<file path="config.mk">
export PLATFORM = sky130hd
export DESIGN_NAME = wdt_ctrl
export DESIGN_NICKNAME = d
export VERILOG_FILES = /design/src/rtl/wdt_pkg.sv /design/src/rtl/wdt_regs.sv /design/src/rtl/wdt_timer.sv /design/src/rtl/wdt_ctrl.sv
export SDC_FILE = /design/constraint.sdc
export NUM_CORES = 1
export LEC_CHECK = 0
export BUFFER_PORTS_ARGS = -buffer_cell sky130_fd_sc_hd__buf_2
export CORE_MARGIN = 10
export CORE_UTILIZATION = 64
export CTS_BUF_LIST = sky130_fd_sc_hd__clkbuf_2 sky130_fd_sc_hd__clkbuf_4 sky130_fd_sc_hd__clkbuf_8
export DETAILED_ROUTE_END_ITERATION = 10
export GPL_TIMING_DRIVEN = 0
export PLACE_DENSITY = 0.95
export SLEW_MARGIN = 0
export SYNTH_ARGS = -nofsm -noshare
export SYNTH_HDL_FRONTEND = slang
export SYNTH_SLANG_ARGS = --single-unit
</file>
<file path="constraint.sdc">
create_clock -name clk -period 8.6 [get_ports clk]
set_input_delay 1.72 -clock clk [delete_from_list [all_inputs] [get_ports clk]]
set_output_delay 1.72 -clock clk [all_outputs]
set_load 0.01 [all_outputs]
</file>
<file path="src/rtl/wdt_pkg.sv">
package wdt_pkg;

   // control register bit positions
   localparam int unsigned BIT_RESTART = 0;
   localparam int unsigned BIT_IE      = 1;
   localparam int unsigned BIT_RE      = 2;
   localparam int unsigned BIT_FLAG    = 3;
   localparam int unsigned BIT_POF     = 4;
   localparam int unsigned CTRL_BITS   = 5;

   typedef enum logic {
      PH_COUNT = 1'b0,
      PH_DELAY = 1'b1
   } wdt_phase_e;

endpackage

</file>
<file path="src/rtl/wdt_regs.sv">
module wdt_regs
   import wdt_pkg::*;
#(
   parameter int unsigned DATA_W       = 16,
   parameter int unsigned ADDR_W       = 2,
   parameter int unsigned INTERVAL_W   = 16,
   parameter int unsigned DEF_INTERVAL = 1000
) (
   input  logic                  clk,
   input  logic                  por_n,
   input  logic                  rst_n,
   input  logic                  any_rst_n,
   input  logic                  wr_en,
   input  logic [ADDR_W-1:0]     wr_addr,
   input  logic [DATA_W-1:0]     wr_data,
   input  logic [ADDR_W-1:0]     rd_addr,
   input  logic                  expire,
   output logic [DATA_W-1:0]     rd_data,
   output logic                  ie,
   output logic                  re,
   output logic                  flag,
   output logic                  pof,
   output logic [INTERVAL_W-1:0] interval,
   output logic                  cnt_clr
);

   localparam logic [ADDR_W-1:0]     CTRL_ADDR = '0;
   localparam logic [ADDR_W-1:0]     INTV_ADDR = ADDR_W'(1);
   localparam logic [INTERVAL_W-1:0] INTV_RST  = INTERVAL_W'(DEF_INTERVAL);

   logic ctrl_wr, intv_wr, restart_wr, cfg_wr, halted;

   // writes are dropped while the general reset is held
   assign ctrl_wr    = wr_en & rst_n & (wr_addr == CTRL_ADDR);
   assign intv_wr    = wr_en & rst_n & (wr_addr == INTV_ADDR);
   assign restart_wr = ctrl_wr &  wr_data[BIT_RESTART];
   assign cfg_wr     = ctrl_wr & ~wr_data[BIT_RESTART];
   assign halted     = ~ie & ~re;
   assign cnt_clr    = restart_wr | (cfg_wr & halted & wr_data[BIT_IE]);

   // interrupt enable: power-on reset only
   always_ff @(posedge clk or negedge por_n) begin
      if (!por_n)      ie <= 1'b0;
      else if (cfg_wr) ie <= wr_data[BIT_IE];
   end

   // power-on flag: set by power-on reset, cleared by software only
   always_ff @(posedge clk or negedge por_n) begin
      if (!por_n)                           pof <= 1'b1;
      else if (cfg_wr && !wr_data[BIT_POF]) pof <= 1'b0;
   end

   always_ff @(posedge clk or negedge any_rst_n) begin
      if (!any_rst_n)  re <= 1'b0;
      else if (cfg_wr) re <= wr_data[BIT_RE];
   end

   // hardware expiry takes precedence over a software clear
   always_ff @(posedge clk or negedge any_rst_n) begin
      if (!any_rst_n)  flag <= 1'b0;
      else if (expire) flag <= 1'b1;
      else if (cfg_wr) flag <= wr_data[BIT_FLAG];
   end

   always_ff @(posedge clk or negedge any_rst_n) begin
      if (!any_rst_n)   interval <= INTV_RST;
      else if (intv_wr) interval <= wr_data[INTERVAL_W-1:0];
   end

   always_comb begin
      rd_data = '0;
      if (rd_addr == CTRL_ADDR) begin
         rd_data[BIT_IE]   = ie;
         rd_data[BIT_RE]   = re;
         rd_data[BIT_FLAG] = flag;
         rd_data[BIT_POF]  = pof;
      end else if (rd_addr == INTV_ADDR) begin
         rd_data[INTERVAL_W-1:0] = interval;
      end
   end

endmodule

</file>
<file path="src/rtl/wdt_timer.sv">
module wdt_timer
   import wdt_pkg::*;
#(
   parameter int unsigned INTERVAL_W = 16,
   parameter int unsigned DLY_CYCLES = 512
) (
   input  logic                  clk,
   input  logic                  any_rst_n,
   input  logic                  run,
   input  logic                  clr,
   input  logic                  re,
   input  logic [INTERVAL_W-1:0] interval,
   output logic                  expire,
   output logic                  rst_req
);

   localparam int unsigned   DLY_W    = $clog2(DLY_CYCLES);
   localparam logic [DLY_W-1:0] DLY_LAST = DLY_W'(DLY_CYCLES - 1);

   logic [INTERVAL_W-1:0] cnt_q;
   logic [DLY_W-1:0]      dly_q;
   wdt_phase_e            phase_q;
   logic [INTERVAL_W:0]   cnt_nxt;
   logic                  terminal, dly_done;

   // zero interval acts as one: compare count+1 against the interval
   assign cnt_nxt  = {1'b0, cnt_q} + (INTERVAL_W+1)'(1);
   assign terminal = cnt_nxt >= {1'b0, interval};
   assign expire   = run & ~clr & (phase_q == PH_COUNT) & terminal;
   assign dly_done = run & ~clr & (phase_q == PH_DELAY) & (dly_q == DLY_LAST);

   always_ff @(posedge clk or negedge any_rst_n) begin
      if (!any_rst_n) begin
         cnt_q   <= '0;
         dly_q   <= '0;
         phase_q <= PH_COUNT;
         rst_req <= 1'b0;
      end else begin
         rst_req <= dly_done & re;
         if (clr) begin
            cnt_q   <= '0;
            dly_q   <= '0;
            phase_q <= PH_COUNT;
         end else if (run) begin
            if (phase_q == PH_COUNT) begin
               if (terminal) begin
                  cnt_q   <= '0;
                  dly_q   <= '0;
                  phase_q <= PH_DELAY;
               end else begin
                  cnt_q <= cnt_q + INTERVAL_W'(1);
               end
            end else begin
               if (dly_q == DLY_LAST) begin
                  dly_q   <= '0;
                  phase_q <= PH_COUNT;
               end else begin
                  dly_q <= dly_q + DLY_W'(1);
               end
            end
         end
      end
   end

endmodule

</file>
<file path="src/rtl/wdt_ctrl.sv">
module wdt_ctrl
   import wdt_pkg::*;
#(
   parameter int unsigned DATA_W       = 16,
   parameter int unsigned ADDR_W       = 2,
   parameter int unsigned INTERVAL_W   = 16,
   parameter int unsigned DEF_INTERVAL = 1000,
   parameter int unsigned DLY_CYCLES   = 512,
   parameter bit          IRQ_REG      = 1'b0
) (
   input  logic              clk,
   input  logic              por_n,
   input  logic              rst_n,
   input  logic              wr_en,
   input  logic [ADDR_W-1:0] wr_addr,
   input  logic [DATA_W-1:0] wr_data,
   input  logic [ADDR_W-1:0] rd_addr,
   output logic [DATA_W-1:0] rd_data,
   output logic              irq,
   output logic              rst_req
);

   // elaboration-time parameter checks
   if (INTERVAL_W < 1 || DATA_W < INTERVAL_W) begin : g_bad_width
      $error("wdt_ctrl: INTERVAL_W must be 1..DATA_W");
   end
   if (DATA_W < CTRL_BITS) begin : g_bad_data
      $error("wdt_ctrl: DATA_W too narrow for control fields");
   end
   if (ADDR_W < 1) begin : g_bad_addr
      $error("wdt_ctrl: ADDR_W must be at least 1");
   end
   if (DLY_CYCLES < 2) begin : g_bad_dly
      $error("wdt_ctrl: DLY_CYCLES must be at least 2");
   end

   logic                  any_rst_n;
   logic                  ie_q, re_q, flag_q, pof_q, cnt_clr, expire;
   logic [INTERVAL_W-1:0] interval_q;

   assign any_rst_n = por_n & rst_n;

   wdt_regs #(
      .DATA_W      (DATA_W),
      .ADDR_W      (ADDR_W),
      .INTERVAL_W  (INTERVAL_W),
      .DEF_INTERVAL(DEF_INTERVAL)
   ) u_regs (
      .clk      (clk),
      .por_n    (por_n),
      .rst_n    (rst_n),
      .any_rst_n(any_rst_n),
      .wr_en    (wr_en),
      .wr_addr  (wr_addr),
      .wr_data  (wr_data),
      .rd_addr  (rd_addr),
      .expire   (expire),
      .rd_data  (rd_data),
      .ie       (ie_q),
      .re       (re_q),
      .flag     (flag_q),
      .pof      (pof_q),
      .interval (interval_q),
      .cnt_clr  (cnt_clr)
   );

   wdt_timer #(
      .INTERVAL_W(INTERVAL_W),
      .DLY_CYCLES(DLY_CYCLES)
   ) u_timer (
      .clk      (clk),
      .any_rst_n(any_rst_n),
      .run      (ie_q | re_q),
      .clr      (cnt_clr),
      .re       (re_q),
      .interval (interval_q),
      .expire   (expire),
      .rst_req  (rst_req)
   );

   if (IRQ_REG) begin : g_irq_reg
      always_ff @(posedge clk or negedge any_rst_n) begin
         if (!any_rst_n) irq <= 1'b0;
         else            irq <= flag_q & ie_q;
      end
   end else begin : g_irq_comb
      assign irq = flag_q & ie_q;
   end

endmodule

</file>
==> implementation parameters <==
Parameter                              Value

Logic synthesis
  Proportion of synthesized flip-flops having asynchronous set or reset ... 1.00
  Adder-cell area share of the yosys netlist ... 0.0781
  Mean instance size in the synthesized netlist ... 9.39 um2
  Synth Area in XOR/XNOR ... 0.0403
  Unique masters post-synth ... 49
  Leading area contributor after synthesis ... dfrtp_1
  Area of the mapped netlist ... 0.00304 mm2
  Number of storage elements in the synthesis netlist ... 47
  Main combinational cell family by area after synthesis ... simple AND/OR/NAND/NOR gates
  Area share of and/or/nand/nor cells after synthesis ... 0.236
  Count of flip-flops with a built-in enable after synthesis ... 0
  Synth warnings ... 0
  Cell types with the largest area share after synthesis ... dfrtp_1 33%, ha_1 7.8%, mux2_2 6.7%
  Post-synth top area share ... 0.329
  Complex-gate fraction of the synthesized area ... 0.126
  Portion of the post-synthesis area used by sequential elements ... 0.389
  Syn nets ... 367
  Synthesized instance count ... 324
  Portion of netlist area occupied by mux cells ... 0.0798
  Predominant post-synthesis flop cell ... dfrtp_1

Global routing
  Global-route wire length before repair ... 12.6 mm
  Residual overflow from global routing ... 0
  Via count of the first global-routing pass ... 2,702
  Number of antenna violations at the first check in global routing ... 0
  Pin count of the biggest net entering global routing ... 28
  GRT Total Usage ... 0.201

Critical path
  Worst reg2reg setup slack ... 5190 ps
  Worst stage delay on the critical path ... 330 ps
  Nature of the critical path endpoint ... output pin
  Bufs and invs on worst path ... 3
  Critical path cell sequence ... clkbuf_1 -> nor2b_1 -> clkbuf_1 -> and2_1 -> buf_2
  Data arrival time of the critical path ... 2930 ps
  Critical path type ... in2out
  Critical path launch point type ... primary input
  Dominant delay contributor by cell family on the critical path ... buffers and inverters
  Slowest cell on the critical path ... clkbuf_1
  CP max FO ... 10
  Req. time, crit path ... 6880 ps
  Dominant cell type by count on the critical path ... clkbuf_1

Routing
  Total via count after detailed routing ... 2,683
  DR pass1 iterations ... 4
  Wire length per cell after detailed routing ... 17.9 um
  Antenna Nets Post-Route ... 0
  Post-route DRC ... 0
  Drt first-iter violations ... 228
  Number of vias per cell ... 6.28
  Final wirelength ... 7.65 mm

Final layout
  Layout cell share with drive strength beyond 1 ... 0.247
  Synthesis-to-finish area growth ... 12.5%
  Final cell area excluding filler cells ... 0.00342 mm2
  Final antenna diode count ... 0
  Multi-input combinational cell area ... 0.00170 mm2
  Seq. cell area ... 0.00118 mm2
  Fill count ... 300
  Final Net Count ... 415

Placement
  Count of buffers from port buffering ... 40
  Worst-case setup slack after placement ... 3950 ps
  RD Place Congestion ... 0.860
  Placed cell area ... 0.00333 mm2
  Detailed Place HPWL ... 5.83 mm

Clock network
  CTS H-tree depth ... 2
  Clock transition at path regs ... 80 ps
  Clk sinks ... 47
  TritonCTS clock tree ... built
  Number of gates resized after CTS ... 0
  Clock tree root driver cell ... clkbuf_8
  Number of post-CTS setup repair buffers ... 0
  TritonCTS buffer count ... 5
  Number of buffers between clock root and the deepest sink ... 2
  Hold buffers post-CTS ... 0
  Clock latency on the worst-skew pair ... 300 ps

STA
  Post-route minimum period ... 4650 ps
  Setup TNS ... 0 ps
  Min Hold Slack ... 467 ps
  Fmax ... 215 MHz
  RSZ-0062 raised after global routing ... no
  Transition at the pin with the smallest max-transition slack ... 680 ps
  Hold Fails Final Rpt ... 0
  Worst path setup slack after routing ... 3950 ps
  Period utilization ... 0.541
  Max-slew violation count ... 0
  Setup-violating endpoint count in the final report ... 0
  Clock tree skew after final layout ... 7.66 ps
  Worst slew margin relative to its limit ... 0.545

Die
  Top Ports ... 42
  Die footprint ... 0.00791 mm2
  Chip width ... 89.0 um
  Total number of placement rows ... 25
  Die Y-Extent ... 89.0 um
  Core outline area ... 0.00466 mm2
  Initial core utilization ... 0.653

Power
  IR drop worst, VDD ... 185 uV
  Leak pwr ... 1.62 nW
  Power per cell area ... 283 mW/mm2

Outcome
  Run status ... finished, final reports clean

Run
  Max-cap check violation count ... 0

Hold path
  Worst min-delay path class ... reg2reg
-- layout by cell type, fill, tap and decap left out, types with 7 or more instances in the layout --
| cell type | n |
|---|---|
| and2_1 | 14 |
| dfstp_2 | 7 |
| a21oi_1 | 27 |
| inv_1 | 16 |
| ha_1 | 19 |
| nor2_1 | 16 |
| dfrtp_1 | 40 |
| clkbuf_1 | 9 |
| nor3_1 | 7 |
| mux2_2 | 18 |
| xnor2_1 | 10 |
| nand3_1 | 16 |
| buf_2 | 46 |
| nand2_1 | 24 |
| nand4_1 | 20 |
-- final timing paths --
| path | cells past startpoint | startpoint | end |
|---|---|---|---|
| min in group asynchronous | 1 | por_n | u_regs.ie |
| max in group asynchronous | 3 | por_n | u_regs.interval[3] |
| hold / removal | 1 | u_regs.pof | u_regs.pof |
| setup / recovery | 5 | rd_addr[0] | rd_data[12] |
| hold reg to reg | 1 | u_regs.pof | u_regs.pof |
| setup reg to reg | 14 | u_timer.cnt_q[0] | u_timer.cnt_q[13] |
-- layer usage --
layer / GRT usage / routed length, um / share of wire / vias up
met4: 0.0766 / 230 / 0.030 / 0
met3: 0.0383 / 402 / 0.053 / 28
li1: - / - / - / 1265
met2: 0.368 / 4020 / 0.53 / 106
met1: 0.224 / 3000 / 0.39 / 1284
met5: 0 / 0 / 0 / -
-- worst register-to-register path, stage by stage (launching register included) --
cell      delay [ps]
dfrtp_1          450
ha_1             370
nand2_1          110
nor3_2           350
nand4_1          160
xnor2_1          260
ha_1             310
nand3_1          110
nor2_1           100
nand3_1          120
nor4bb_1         260
buf_2            230
buf_4            200
nand4_1          110
a21oi_1          210
-- Yosys cell counts (all sizes together), types with 4 or more instances --
library cell / number
a21oi: 27
mux2i: 4
nand4: 20
nor2b: 6
nand2b: 6
and2: 15
nor3: 8
xor2: 4
dfstp: 7
a41oi: 6
a31oi: 6
and3: 5
xnor2: 10
buf: 9
clkbuf: 10
nor2: 16
mux2: 18
ha: 19
nand2: 25
nor4: 4
nand3: 17
dfrtp: 40
inv: 16
-- where the power goes --
| part | internal [mW] | switching, mW | total [mW] |
|---|---|---|---|
| sequential | 0.288 | 0.0575 | 0.346 |
| clock | 0.0674 | 0.0720 | 0.139 |
| combinational | 0.205 | 0.280 | 0.484 |
-- cell families (layout without fill, tap and decap cells) --
family          count (synthesis)  after routing
buf+inv                        35             84
fa+ha+maj                      19             19
compound gates                 57             57
flops                          47             47
simple gates                  130            130
mux                            22             22
xor+xnor                       14             14
-- cell type report --
| class | count | share of cell area |
|---|---|---|
| clock buffers | 8 | 0.0267 |
| inverters | 16 | 0.0175 |
| multi-input cells | 242 | 0.498 |
| well taps | 54 | 0.0197 |
| flip-flops and latches | 47 | 0.346 |
| repair buffers | 41 | 0.0643 |
| plain buffers | 19 | 0.0278 |
-- registers in the layout (all words and copies together) (netlist names) --
signal           cells
u_regs.re            1
u_regs.interval     16
u_timer.dly_q        9
u_timer.phase_q      1
u_timer.rst_req      1
u_regs.pof           1
u_regs.ie            1
u_timer.cnt_q       16
u_regs.flag          1
-- per-stage QoR --
stage	cells	utilization	total power, mW
final	427	0.734	0.969
after detailed placement	419	0.715	0.820
after floorplan	324	-	0.700
after CTS	427	0.734	0.963
after global routing	427	0.734	1.04
after global placement	418	0.710	0.788
Note: power is estimated with default switching activity, not from simulation.
